--- src/rtl/brk_therm_pkg.sv ---
package brk_therm_pkg;
  typedef enum logic {
    MODE_TRIP    = 1'b0,
    MODE_INHIBIT = 1'b1
  } brk_mode_e;
endpackage

--- src/rtl/brk_heat_acc.sv ---
module brk_heat_acc #(
  parameter int PW = 16,
  parameter int FS = 10000,
  parameter int K  = 3
) (
  input  logic          clk,
  input  logic          rst_n,
  input  logic          tick,
  input  logic [PW-1:0] pwr_eff,
  output logic [PW-1:0] acc_o
);
  localparam int SW = PW + 2;
  localparam logic [PW-1:0] FS_V = PW'(FS);

  function automatic logic [PW-1:0] heat_step(input logic [PW-1:0] a,
                                              input logic [PW-1:0] p);
    logic signed [SW-1:0] diff;
    logic signed [SW-1:0] nxt;
    diff = $signed({2'b00, p}) - $signed({2'b00, a});
    nxt  = $signed({2'b00, a}) + (diff >>> K);
    if (nxt < 0)
      return '0;
    else if (nxt > $signed({2'b00, FS_V}))
      return FS_V;
    else
      return nxt[PW-1:0];
  endfunction

  logic [PW-1:0] acc_q;
  logic [PW-1:0] acc_step;

  assign acc_step = heat_step(acc_q, pwr_eff);

  always_ff @(posedge clk) begin
    if (!rst_n)
      acc_q <= '0;
    else if (tick)
      acc_q <= acc_step;
  end

  assign acc_o = acc_q;


  acc_le_fs_chk: assert property (@(posedge clk) disable iff (!rst_n)
    acc_q <= FS_V);


  acc_hold_chk: assert property (@(posedge clk) disable iff (!rst_n)
    !tick |=> $stable(acc_q));
endmodule

--- src/rtl/brk_limit_ctrl.sv ---
module brk_limit_ctrl
  import brk_therm_pkg::*;
#(
  parameter int PW = 16,
  parameter int FS = 10000
) (
  input  logic          clk,
  input  logic          rst_n,
  input  logic [PW-1:0] acc,
  input  brk_mode_e     mode,
  input  logic          trip_clr,
  output logic          brake_en,
  output logic          trip
);
  localparam logic [PW-1:0] HI_V = PW'(FS);
  localparam logic [PW-1:0] LO_V = PW'((FS * 95) / 100);

  logic at_full;
  logic below_lo;
  logic trip_set;
  logic inhib_hit;

  assign at_full   = (acc >= HI_V);
  assign below_lo  = (acc < LO_V);
  assign trip_set  = at_full && (mode == MODE_TRIP);
  assign inhib_hit = at_full && (mode == MODE_INHIBIT);

  always_ff @(posedge clk) begin
    if (!rst_n) begin
      trip     <= 1'b0;
      brake_en <= 1'b1;
    end else begin
      trip <= (trip && !trip_clr) || trip_set;
      if (mode == MODE_TRIP)
        brake_en <= 1'b1;
      else if (inhib_hit)
        brake_en <= 1'b0;
      else if (below_lo)
        brake_en <= 1'b1;
    end
  end


  trip_rise_chk: assert property (@(posedge clk) disable iff (!rst_n)
    $rose(trip) |-> $past(at_full && (mode == MODE_TRIP)));


  trip_hold_chk: assert property (@(posedge clk) disable iff (!rst_n)
    (trip && !trip_clr) |=> trip);


  inhib_drop_chk: assert property (@(posedge clk) disable iff (!rst_n)
    inhib_hit |=> !brake_en);


  brake_fall_chk: assert property (@(posedge clk) disable iff (!rst_n)
    $fell(brake_en) |-> $past(inhib_hit));


  brake_rise_chk: assert property (@(posedge clk) disable iff (!rst_n)
    $rose(brake_en) |-> $past(below_lo || (mode == MODE_TRIP)));
endmodule

--- src/rtl/brk_therm_limiter.sv ---
module brk_therm_limiter
  import brk_therm_pkg::*;
#(
  parameter int PW = 16,
  parameter int FS = 10000,
  parameter int K  = 3
) (
  input  logic          clk,
  input  logic          rst_n,
  input  logic          tick,
  input  logic [PW-1:0] pwr_in,
  input  logic          mode_inhibit,
  input  logic          trip_clr,
  output logic [6:0]    level_pct,
  output logic          brake_en,
  output logic          trip
);
  localparam int MW = PW + 7;

  function automatic logic [6:0] to_pct(input logic [PW-1:0] a);
    logic [MW-1:0] m;
    m = {7'd0, a} * MW'(100);
    m = m / MW'(FS);
    return m[6:0];
  endfunction

  logic [PW-1:0] acc;
  logic [PW-1:0] pwr_eff;
  brk_mode_e     mode;

  assign mode    = brk_mode_e'(mode_inhibit);
  assign pwr_eff = brake_en ? pwr_in : '0;

  brk_heat_acc #(.PW(PW), .FS(FS), .K(K)) u_acc (
    .clk     (clk),
    .rst_n   (rst_n),
    .tick    (tick),
    .pwr_eff (pwr_eff),
    .acc_o   (acc)
  );

  brk_limit_ctrl #(.PW(PW), .FS(FS)) u_ctrl (
    .clk      (clk),
    .rst_n    (rst_n),
    .acc      (acc),
    .mode     (mode),
    .trip_clr (trip_clr),
    .brake_en (brake_en),
    .trip     (trip)
  );

  assign level_pct = to_pct(acc);


  cool_when_off_chk: assert property (@(posedge clk) disable iff (!rst_n)
    (tick && !brake_en) |=> (acc <= $past(acc)));
endmodule

--- config.mk ---
export PLATFORM = sky130hd
export DESIGN_NAME = brk_therm_limiter
export DESIGN_NICKNAME = d
export VERILOG_FILES = /design/src/rtl/brk_therm_pkg.sv /design/src/rtl/brk_heat_acc.sv /design/src/rtl/brk_limit_ctrl.sv /design/src/rtl/brk_therm_limiter.sv
export SDC_FILE = /design/constraint.sdc
export NUM_CORES = 1
export LEC_CHECK = 0
export BUFFER_PORTS_ARGS = -buffer_cell sky130_fd_sc_hd__buf_4
export CORE_MARGIN = 3
export CORE_UTILIZATION = 40
export DETAILED_ROUTE_END_ITERATION = 10
export GPL_ROUTABILITY_DRIVEN = 0
export GPL_TIMING_DRIVEN = 0
export PLACE_DENSITY = 0.57
export SLEW_MARGIN = 5
export SYNTH_ARGS = -nofsm -noshare
export SYNTH_HDL_FRONTEND = slang
export SYNTH_SLANG_ARGS = --single-unit
export TNS_END_PERCENT = 5
--- constraint.sdc ---
create_clock -name clk -period 19.48 [get_ports clk]
set_input_delay 2.922 -clock clk [delete_from_list [all_inputs] [get_ports clk]]
set_output_delay 2.922 -clock clk [all_outputs]
set_load 0.01 [all_outputs]
### After elaboration in Yosys (flattened, before gate mapping)

Index checks and enable logic that the tools add are counted.
Widths: inputs -> output; s select.

| word-level totals | value |
|---|---|
| memories | 0 |
| logic and storage cells | 24 |
| bits in read-only memories | 0 |
| output and inout port bits | 9 |
| bits in latches | 0 |
| memory bits (writable) | 0 |
| register bits | 18 |

| operators by class | value |
|---|---|
| magnitude comparators | 4 |
| bitwise gates (word level) | 1 |
| multiply operators | 1 |
| div/mod/pow operators | 1 |
| equality and inequality tests | 0 |
| multiplexer cells | 5 |
| shifts and indexed selects | 0 |
| reduce and logical (&&, ||, !) cells | 7 |
| add/subtract/negate cells | 2 |

Operators with widths:

| operator | number |
|---|---|
| $mux 16 | 3 |
| $div 23x14->23 const B | 1 |
| $mul 16x5->21 const B | 1 |
| $add 17x14->18 | 1 |
| $gt 18x15->1 const B | 1 |
| $lt 18x1->1 const B | 1 |
| $sub 16x16->17 | 1 |
| $ge 16x14->1 const B | 1 |
| $lt 16x14->1 const B | 1 |
| $logic_and 1x1->1 | 3 |
| $mux 1 | 2 |
| $reduce_and 2->1 | 1 |
| $reduce_bool 2->1 | 1 |
| $logic_not 1->1 | 1 |
| $logic_or 1x1->1 | 1 |
| $not 1->1 | 1 |

### Longest topological paths before layout

Gate-level depths: netlist of run 1.

| depth | value |
|---|---|
| depth in word-level cells | 6 |
| gate-level depth with buffers | 57 |
| gate-level depth less buffers | 51 |

### Cells and area by module

Synthesis of run 1 repeated with hierarchy kept, for this count alone.

| second synthesis, totals | value |
|---|---|
| cells, all modules | 1365 |
| area, all modules | 9804.4 um^2 |

Modules (own cells, without submodules):

| module | cells an instance | instances | sequential area each (um^2) | area an instance (um^2) |
|---|---|---|---|---|
| brk_therm_limiter | 1084 | 1 | 0.0 | 7514.7 |
| brk_heat_acc | 265 | 1 | 320.3 | 2153.3 |
| brk_limit_ctrl | 16 | 1 | 40.0 | 136.4 |

### Worst setup path before layout of run 1

No wires, ideal clock.

| path | value |
|---|---|
| path type | register -> output |
| from | register u_acc.acc_q[2] (netlist: u_acc.acc_o[2]) |
| to | output level_pct[0] |
| stages on the path, launching flop included | 48 |
| path slack | 3.719 ns |
| data arrival time | 12.839 ns |
| cells stage by stage | dfxtp_1 > clkbuf_1 > inv_1 > ha_1 > ha_1 > fa_1 > ha_1 > buf_6 > nor2b_4 > o31ai_4 > a21oi_2 > or4_4 > a32oi_2 > nor2_2 > nor2_1 > mux2_4 > nor4_2 > nand4b_1 > (+12 left out) > a21oi_1 > mux2_2 > a211oi_4 > mux2i_4 > a22oi_4 > a2111oi_2 > nor2_1 > o31a_1 > o311ai_2 > a221oi_2 > or4_1 > a221oi_2 > o2111ai_1 > o41ai_2 > a21oi_2 > inv_1 > a2bb2oi_1 > o311ai_1 |

| between the ends | value |
|---|---|
| word-level cells in the longest chain between the ends | 2 |

RTL lines:

| element | RTL line | text |
|---|---|---|
| start: declaration | brk_heat_acc.sv:29 | `logic [PW-1:0] acc_q;` |
| start signal: assignment | brk_heat_acc.sv:38 | `acc_q <= acc_step;` |
| $mul 16x5->21 | brk_therm_limiter.sv:22 | `m = {7'd0, a} * MW'(100);` |
| $div 23x14->23 | brk_therm_limiter.sv:23 | `m = m / MW'(FS);` |
| end: declaration | brk_therm_limiter.sv:14 | `output logic [6:0] level_pct,` |

Every way passes these cells.

### Final worst setup path of run 1

Ends and elaborated chain as after synthesis.

==> Flow_metrics.wiki, run 1 <==
{| class="wikitable"
! Metric !! Value
|-
| Standard cell area after detailed placement || 0.0109 sq mm
|-
| Worst min path class || flop to flop
|-
| Synth unique cells || 132
|-
| Final setup violation count || 0
|-
| Main area contributors after synthesis || sky130_fd_sc_hd__ha_1, sky130_fd_sc_hd__xnor2_1, sky130_fd_sc_hd__a21oi_1
|-
| Std cell rows || 58
|-
| Fin area || 0.0112 sq mm
|-
| Number of hold violations in the final report || 0
|-
| Die X-Extent || 166 um
|-
| Fraction of final layout cells sized beyond drive strength 1 || 0.130
|-
| Slowest stage delay, CP || 0.74 ns
|-
| Highest Signal Layer || met4
|-
| Wire length on met1 || 16,300 um
|-
| Pin count of the biggest net entering global routing || 11
|-
| Overall Global Routing Usage || 0.221
|-
| Critical path class || flop to output port
|-
| Net total in the final layout || 1,572
|-
| Number of global-route vias before repair || 9,956
|-
| Net count of the mapped netlist || 1,532
|-
| Estimated wirelength of the detail-placed design || 26,900 um
|-
| Total detailed-routing wirelength || 32,300 um
|-
| Detailed-route via count || 11,000
|-
| Sequential element share of the synthesized area || 0.0350
|-
| Required time of the critical path || 16.56 ns
|-
| Count of maximum capacitance violations || 0
|-
| Synthesized flop and latch total || 18
|-
| Initial DRC count || 1,085
|-
| Share of the clock period used by the worst path || 0.950
|-
| 1st-pass router iterations || 6
|-
| Cell accounting for the most synthesized area || sky130_fd_sc_hd__ha_1
|-
| Count of final max-slew check failures || 0
|-
| Die area || 0.0277 sq mm
|-
| Clock sink count || 18
|-
| Buffer type at the clock tree root || sky130_fd_sc_hd__clkbuf_16
|-
| Predominant post-synthesis flop cell || sky130_fd_sc_hd__dfxtp_1
|-
| Final critical delay including setup and external delays || 18.51 ns
|-
| Arrival @ worst endpoint || 15.59 ns
|-
| Most common library cell in the layout ignoring fill and taps || sky130_fd_sc_hd__nor2_1
|-
| Number of cells produced by synthesis || 1,402
|-
| Residual overflow from global routing || 0
|-
| Slowest stage cell on the critical path || sky130_fd_sc_hd__xnor2_1
|-
| Result of the run || complete, no violations
|-
| Largest fanout on the critical path || 10
|-
| Post-synth design cell area || 0.0103 sq mm
|-
| Post-Syn Area per Cell || 7.34 sq um
|-
| Synthesis Warnings || 0
|-
| Max Clock Skew || 0.00348 ns
|-
| Cell seen most often among critical-path stages || sky130_fd_sc_hd__buf_4
|-
| Routed WL per cell || 18.2 um
|-
| Relative max-transition margin || 0.398
|-
| Worst-path clk slew || 0.05 ns
|-
| Maximum buffer depth of the clock tree || 2
|-
| Antenna cell count || 0
|-
| Number of I/O port buffers || 29
|-
| Standard cell core area || 0.0253 sq mm
|-
| Highest-count cells in the layout ignoring fill and taps || sky130_fd_sc_hd__nor2_1, sky130_fd_sc_hd__nand2_1, sky130_fd_sc_hd__ha_1, sky130_fd_sc_hd__inv_1, sky130_fd_sc_hd__a21oi_1
|-
| Number of synthesized flops with an enable pin || 0
|-
| Via-per-instance ratio || 6.23
|-
| Residual antenna-violating net count after detailed routing || 0
|-
| Routed met2 length || 13,300 um
|-
| Async SR Flop Fraction || 0
|-
| Wire length of the first global-routing pass || 52,300 um
|-
| Io pins || 30
|-
| Achievable clock frequency || 54.0 MHz
|-
| Endpoint kind of the worst setup timing path || output port
|-
| Number of buffers inserted during clock tree synthesis || 3
|-
| Startpoint types || flop
|-
| Area growth from synthesis to layout || 8.63%
|-
| Insertion delay to the later sink of the worst-skew pair || 0.25 ns
|-
| H-Tree Depth || 1
|-
| Number of design rule violations left after detail routing || 0
|-
| Wire length on met3 || 2080 um
|-
| Transition time at the pin with the least slew margin || 0.897 ns
|-
| TritonCTS clock tree || built
|-
| Share of Yosys cell area claimed by the top area cell type || 0.118
|-
| Initial core utilization || 0.407
|-
| Vertical die dimension || 166 um
|-
| Antenna violations before repair || 0
|}
==> synth_stat cells (all sizes together), types with 15 or more instances <==
library cell,instances
o21ai,68
xor2,29
nand2b,15
nor3,52
nor2,117
and3,20
a211oi,24
o21bai,16
clkbuf,17
mux2i,22
dfxtp,18
nand4,29
or2,15
inv,94
a21o,20
nand3,49
a21oi,96
o21a,33
o31ai,15
xnor2,85
and2,41
a31oi,24
nand2,106
buf,25
ha,97
o211ai,31
==> worst max-delay path, delay by kind of cell, from the launching register on <==
kind	cells	cell delay, ns
DFF	1	0.44
xor gates and xnor gates	2	1.12
muxes	1	0.29
buffers and inverters	11	2.33
adders and majority gates	4	1.48
and+or+nand+nor	7	2.54
AOI/OAI and AO/OA	28	7.12
==> state kept, by name, summed over array words and instances (netlist names) <==
register	count
u_ctrl.trip	1
u_acc.acc_o	16
u_ctrl.brake_en	1
==> cells by family (layout without fill, tap and decap cells) <==
logic type	Yosys count	after routing	synth area share
AO/OA/AOI/OAI	477	477	0.363
XOR/XNOR	116	116	0.108
adder cells (fa/ha/maj)	109	109	0.141
buffers and inverters	136	175	0.0561
flip-flops	18	18	0.0350
multiplexers	32	32	0.0347
AND/OR/NAND/NOR	514	514	0.263
==> stage by stage <==
stage,setup slack (ns),hold WS [ns],util,TNS [ns],instances
3_5_place_dp,0.750,0.530,0.432,0,1761
2_1_floorplan,3.72,0.488,-,0,1402
5_1_grt,-0.00713,0.549,0.442,-0.00713,1771
3_3_place_gp,0.772,0.523,0.432,0,1761
6_report,0.968,0.537,0.442,0,1771
4_1_cts,0.420,0.538,0.436,0,1765
==> repair_timing <==
item	4_1_cts	5_1_grt
setup endpoints to repair	0	2
hold buffers	0	0
buffers inserted	0	6
gates resized for setup	0	20
==> layer usage <==
metal  track usage  vias up
met5             0        -
met4        0.0384        0
met3        0.0181       37
met2         0.331      391
met1         0.348     5225
li1              -     5384
==> layout make-up <==
cell class / instances / area, sq um
timing repair buffer: 35 / 275
inverter: 94 / 355
buffer: 42 / 223
clock buffer: 4 / 88.8
multi-input combinational: 1248 / 9460
tap: 330 / 413
sequential: 18 / 360
fill: 2635 / 14100
==> path summary, 6_finish.rpt <==
kind                            cells after the start  slack, ns              end             from
worst min-delay path                                1       0.54  u_acc.acc_o[14]  u_acc.acc_o[14]
worst max register to register                     32      12.50   u_acc.acc_o[1]   u_acc.acc_o[2]
worst max-delay path                               53       0.97     level_pct[0]   u_acc.acc_o[2]
worst min register to register                      1       0.54  u_acc.acc_o[14]  u_acc.acc_o[14]
Power of run 1 is left out: the tool's default activity adds up to more than one toggle a clock period on the data nets, which glitch-free logic cannot reach.
==> run 2, diff against run 1 <==
- PLACE_DENSITY: 0.57 -> not set
==> run 2 against run 1 <==
Effect of this change:
- sequential share of layout area about the same
- flip-flop and latch count unchanged
- largest cell class unchanged
- register-to-register slack about the same
- design area is 0.50% lower
- first-iteration DRC count shrank 18%
- global-route usage is 0.65 points lower
==> Flow_metrics.wiki, run 2 (synthesized netlist as in run 1, its figures left out) <==
{| class="wikitable"
! Metric !! Value
|-
| Share of the clock period used by the worst path || 0.952
|-
| Result of the run || complete, no violations
|-
| Relative max-transition margin || 0.224
|-
| Area of the multi-input gates || 0.00944 sq mm
|-
| Maximum buffer depth of the clock tree || 2
|-
| Area growth from synthesis to layout || 8.08%
|-
| Sequential standard cell area || 360 sq um
|-
| Number of I/O port buffers || 29
|-
| Max Clock Skew || 0.00119 ns
|-
| Register-to-register setup slack || 12.49 ns
|-
| Detailed-route via count || 10,800
|-
| Layout fillers || 2,665
|-
| RSZ-0062 raised after global routing || no
|-
| Net total in the final layout || 1,569
|-
| Most common library cell in the layout ignoring fill and taps || sky130_fd_sc_hd__nor2_1
|-
| Slowest stage cell on the critical path || sky130_fd_sc_hd__a2111oi_2
|-
| Std cell rows || 58
|-
| Highest-count cells in the layout ignoring fill and taps || sky130_fd_sc_hd__nor2_1, sky130_fd_sc_hd__nand2_1, sky130_fd_sc_hd__ha_1, sky130_fd_sc_hd__inv_1, sky130_fd_sc_hd__a21oi_1
|-
| Vertical die dimension || 166 um
|-
| Flip-flop count of the largest register after layout || 16
|-
| Cell Count Post-Placement || 1,761
|-
| Required time of the critical path || 16.56 ns
|-
| Insertion delay to the later sink of the worst-skew pair || 0.24 ns
|-
| Critical path startpoint || u_acc.acc_o[2]
|-
| Buffer type at the clock tree root || sky130_fd_sc_hd__clkbuf_16
|-
| Number of hold violations in the final report || 0
|-
| Final critical delay including setup and external delays || 18.54 ns
|-
| Number of global-route vias before repair || 9,825
|-
| Worst-path clk slew || 0.05 ns
|-
| Die area || 0.0277 sq mm
|-
| Initial DRC count || 889
|-
| Number of buffers inserted during clock tree synthesis || 3
|-
| Clock sink count || 18
|-
| Routed WL per cell || 17.7 um
|-
| Count of final max-slew check failures || 0
|-
| Startpoint types || flop
|-
| Estimated wirelength of the detail-placed design || 26,000 um
|-
| H-Tree Depth || 1
|-
| Antenna cell count || 0
|-
| Antenna violations before repair || 0
|-
| Achievable clock frequency || 53.9 MHz
|-
| Count of maximum capacitance violations || 0
|-
| Residual antenna-violating net count after detailed routing || 0
|-
| Via-per-instance ratio || 6.10
|-
| Hold slack || 0.552 ns
|-
| Final setup violation count || 0
|-
| Wire length of the first global-routing pass || 50,900 um
|-
| Transition time at the pin with the least slew margin || 1.16 ns
|-
| Fraction of final layout cells sized beyond drive strength 1 || 0.128
|-
| Number of design rule violations left after detail routing || 0
|-
| Worst min path class || flop to flop
|-
| Total detailed-routing wirelength || 31,200 um
|-
| Final Non-Filler Cells || 1,767
|-
| Worst Reg2Reg Path Length in Cells || 32
|-
| Setup TNS after final layout || 0 ns
|-
| Slowest stage delay, CP || 0.59 ns
|-
| CP Capture Point || level_pct[0]
|-
| Standard cell core area || 0.0253 sq mm
|-
| Arrival @ worst endpoint || 15.62 ns
|-
| Overall Global Routing Usage || 0.215
|-
| TritonCTS clock tree || built
|-
| Residual overflow from global routing || 0
|-
| Io pins || 30
|-
| Largest fanout on the critical path || 10
|-
| Initial core utilization || 0.407
|-
| RR Startpoint || u_acc.acc_o[2]
|-
| Critical path class || flop to output port
|-
| Die X-Extent || 166 um
|-
| Pin count of the biggest net entering global routing || 11
|-
| 1st-pass router iterations || 6
|-
| Endpoint kind of the worst setup timing path || output port
|-
| Worst r2r dst || u_acc.acc_o[1]
|}
-- run 2: cell count changes in the layout (fill, tap and decap cells not counted), sizes merged --
cell    delta
buf        -3
clkbuf     -1
-- run 2: metrics by stage --
| stage | utilization | worst slack [ns] | area [sq um] |
|---|---|---|---|
| floorplan | - | 3.72 | 10300 |
| global placement | 0.432 | 0.772 | 10900 |
| detailed placement | 0.432 | 0.764 | 10900 |
| CTS | 0.435 | 0.449 | 11000 |
| global route | 0.440 | 0.0130 | 11100 |
| finish | 0.440 | 0.942 | 11100 |
-- run 2: worst min path at each step --
stage | cells past startpoint | slack [ns] | end | from
after floorplan | 2 | 0.49 | u_acc.acc_o[1] | u_acc.acc_o[1]
after CTS | 2 | 0.55 | u_acc.acc_o[1] | u_acc.acc_o[1]
final | 2 | 0.55 | u_acc.acc_o[1] | u_acc.acc_o[1]
after detailed placement | 2 | 0.54 | u_acc.acc_o[1] | u_acc.acc_o[1]
after global placement | 2 | 0.55 | u_acc.acc_o[1] | u_acc.acc_o[1]
after global routing | 2 | 0.60 | u_acc.acc_o[1] | u_acc.acc_o[1]
-- run 2: per-layer routing --
layer | vias up | global-route usage | routed length, um
met2 | 348 | 0.326 | 12900
met3 | 34 | 0.0198 | 1950
met4 | 0 | 0.0330 | 443
met1 | 5023 | 0.334 | 15900
li1 | 5366 | - | -
met5 | - | 0 | 0
-- run 2: cell type report --
| type | count | share of cell area |
|---|---|---|
| clock buffers | 3 | 0.00675 |
| repair buffers | 32 | 0.0227 |
| multi-input cells | 1248 | 0.849 |
| plain buffers | 42 | 0.0200 |
| flip-flops and latches | 18 | 0.0324 |
| well taps | 330 | 0.0371 |
| inverters | 94 | 0.0320 |
-- run 2: what timing repair did --
| item | in CTS | in global routing |
|---|---|---|
| setup buffers | 0 | 3 |
| hold buffers | 0 | 0 |
| gates resized for setup | 0 | 18 |
| endpoints found under the setup margin | 0 | 2 |
-- run 2: critical path, delay by kind of cell (launching register included) --
| family | cells | cell delay [ns] |
|---|---|---|
| compound gates | 24 | 7.32 |
| simple gates | 10 | 2.76 |
| buf+inv | 7 | 1.55 |
| fa+ha+maj | 4 | 1.48 |
| xor+xnor | 2 | 0.96 |
| mux | 2 | 0.81 |
| flops | 1 | 0.46 |
Power of run 2 is left out for the same reason.
==> run 3, diff against run 2 <==
- GPL_TIMING_DRIVEN: 0 -> not set
==> run 3 against run 2 <==
Effect of this change:
- worst hold slack lost 0.023 ns
- first-iteration DRC count grew 27%
- sequential share of layout area is essentially flat
- routed wire length increased by 4.5%
- design area fell by 0.15%
- fmax is 0.33% higher
- clock skew grew 0.00076 ns
- highest routed layer unchanged
==> Flow_metrics.wiki, run 3 (synthesized netlist as in run 1, its figures left out) <==
{| class="wikitable"
! Metric !! Value
|-
| Buffer type at the clock tree root || sky130_fd_sc_hd__clkbuf_16
|-
| Worst Reg2Reg Path Length in Cells || 30
|-
| Number of I/O port buffers || 29
|-
| Highest-count cells in the layout ignoring fill and taps || sky130_fd_sc_hd__nor2_1, sky130_fd_sc_hd__nand2_1, sky130_fd_sc_hd__ha_1, sky130_fd_sc_hd__inv_1, sky130_fd_sc_hd__a21oi_1
|-
| Required time of the critical path || 16.56 ns
|-
| Die X-Extent || 166 um
|-
| Relative max-transition margin || 0.217
|-
| RR Startpoint || u_acc.acc_o[1]
|-
| Detailed-route via count || 11,000
|-
| Initial DRC count || 1,128
|-
| Hold bufs inserted after CTS || 0
|-
| Count of maximum capacitance violations || 0
|-
| Count of final max-slew check failures || 0
|-
| Worst min path class || flop to flop
|-
| Insertion delay to the later sink of the worst-skew pair || 0.25 ns
|-
| Fraction of final layout cells sized beyond drive strength 1 || 0.125
|-
| Wire length of the first global-routing pass || 53,000 um
|-
| RSZ-0062 raised after global routing || no
|-
| Clock sink count || 18
|-
| Number of hold violations in the final report || 0
|-
| Register-to-register setup slack || 12.97 ns
|-
| Number of design rule violations left after detail routing || 0
|-
| Worst r2r dst || u_acc.acc_o[1]
|-
| Area growth from synthesis to layout || 7.92%
|-
| Net total in the final layout || 1,551
|-
| Vertical die dimension || 166 um
|-
| Std cell rows || 58
|-
| Met1 track utilization from global routing || 0.351
|-
| Die area || 0.0277 sq mm
|-
| Io pins || 30
|-
| Slowest stage cell on the critical path || sky130_fd_sc_hd__or4_1
|-
| Via-per-instance ratio || 6.28
|-
| Share of the clock period used by the worst path || 0.949
|-
| Residual overflow from global routing || 0
|-
| Number of buffers inserted during clock tree synthesis || 3
|-
| Slowest stage delay, CP || 0.61 ns
|-
| Most common library cell in the layout ignoring fill and taps || sky130_fd_sc_hd__nor2_1
|-
| Area of the multi-input gates || 0.00946 sq mm
|-
| Initial core utilization || 0.407
|-
| Layout fillers || 2,632
|-
| Setup TNS after final layout || 0 ns
|-
| Routed WL per cell || 18.7 um
|-
| Standard cell core area || 0.0253 sq mm
|-
| Antenna cell count || 0
|-
| Critical path startpoint || u_acc.acc_o[2]
|-
| GR Layer Usage met2 || 0.322
|-
| Total detailed-routing wirelength || 32,600 um
|-
| Achievable clock frequency || 54.1 MHz
|-
| Met3 track demand over resource || 0.0324
|-
| Pin count of the biggest net entering global routing || 25
|-
| TritonCTS clock tree || built
|-
| Endpoint kind of the worst setup timing path || output port
|-
| Result of the run || complete, no violations
|-
| Worst-path clk slew || 0.05 ns
|-
| Final setup violation count || 0
|-
| Overall Global Routing Usage || 0.224
|-
| Largest fanout on the critical path || 15
|-
| Number of global-route vias before repair || 9,968
|-
| Flip-flop count of the largest register after layout || 16
|-
| Critical path class || flop to output port
|-
| GR peak layer || met1
|-
| Max Clock Skew || 0.00195 ns
|-
| Antenna violations before repair || 0
|-
| Arrival @ worst endpoint || 15.56 ns
|-
| 1st-pass router iterations || 6
|-
| CP Capture Point || level_pct[0]
|-
| Sequential standard cell area || 360 sq um
|-
| Final critical delay including setup and external delays || 18.48 ns
|-
| Residual antenna-violating net count after detailed routing || 0
|-
| Maximum buffer depth of the clock tree || 2
|-
| Startpoint types || flop
|-
| H-Tree Depth || 1
|-
| Transition time at the pin with the least slew margin || 1.17 ns
|-
| Estimated wirelength of the detail-placed design || 26,500 um
|}
run 3: cell types whose count changed in the layout (fill, tap and decap cells not counted), sizes merged:
| cell | delta |
|---|---|
| o21ai | +1 |
| o211ai | +1 |
| buf | -3 |
| clkbuf | -16 |
run 3: how the worst min path moves through the flow:
stage                 endpoint  slack [ns]             from  cells past startpoint
2_1_floorplan   u_acc.acc_o[1]        0.49   u_acc.acc_o[1]                      2
3_3_place_gp    u_acc.acc_o[1]        0.52   u_acc.acc_o[1]                      2
3_5_place_dp    u_acc.acc_o[1]        0.52   u_acc.acc_o[1]                      2
4_1_cts         u_acc.acc_o[1]        0.53   u_acc.acc_o[1]                      2
5_1_grt        u_acc.acc_o[15]        0.59  u_acc.acc_o[15]                      1
6_report        u_acc.acc_o[1]        0.53   u_acc.acc_o[1]                      2
run 3: per-layer routing:
layer	routed length, um	vias up	share of wire
met2	13200	482	0.40
met4	720	0	0.022
met1	16100	5117	0.49
met3	2580	53	0.079
met5	0	-	0
li1	-	5334	-
run 3: cell type report:
type                       count  area share
clock buffer                   4     0.00800
inverter                      94      0.0320
multi-input combinational   1250       0.853
sequential                    18      0.0325
tap                          330      0.0372
timing repair buffer          54      0.0377
run 3: metrics by stage:
| step | area (sq um) | worst slack [ns] | cells | utilization | hold slack [ns] |
|---|---|---|---|---|---|
| CTS | 10900 | 0.134 | 1735 | 0.432 | 0.530 |
| finish | 11100 | 1.00 | 1750 | 0.440 | 0.528 |
| detailed placement | 10800 | 0.210 | 1731 | 0.427 | 0.522 |
| global route | 11100 | 0.0265 | 1750 | 0.440 | 0.594 |
| global placement | 10800 | 0.533 | 1731 | 0.427 | 0.517 |
| floorplan | 10300 | 3.72 | 1402 | - | 0.488 |
run 3: worst max-delay path: cells and delay by family, from the launching register on:
family	cells	cell delay (ns)
muxes	4	1.61
adders and majority gates	4	1.52
DFF	1	0.31
buffers and inverters	5	1.03
AOI/OAI and AO/OA	21	6.36
and+or+nand+nor	14	4.42
run 3: timing repair:
item                                    CTS  global route
setup buffers                             0            13
cloned                                    0             2
pin swaps                                 0             8
endpoints found under the setup margin    1             2
resized for setup                         3            12
Power of run 3 is left out for the same reason.
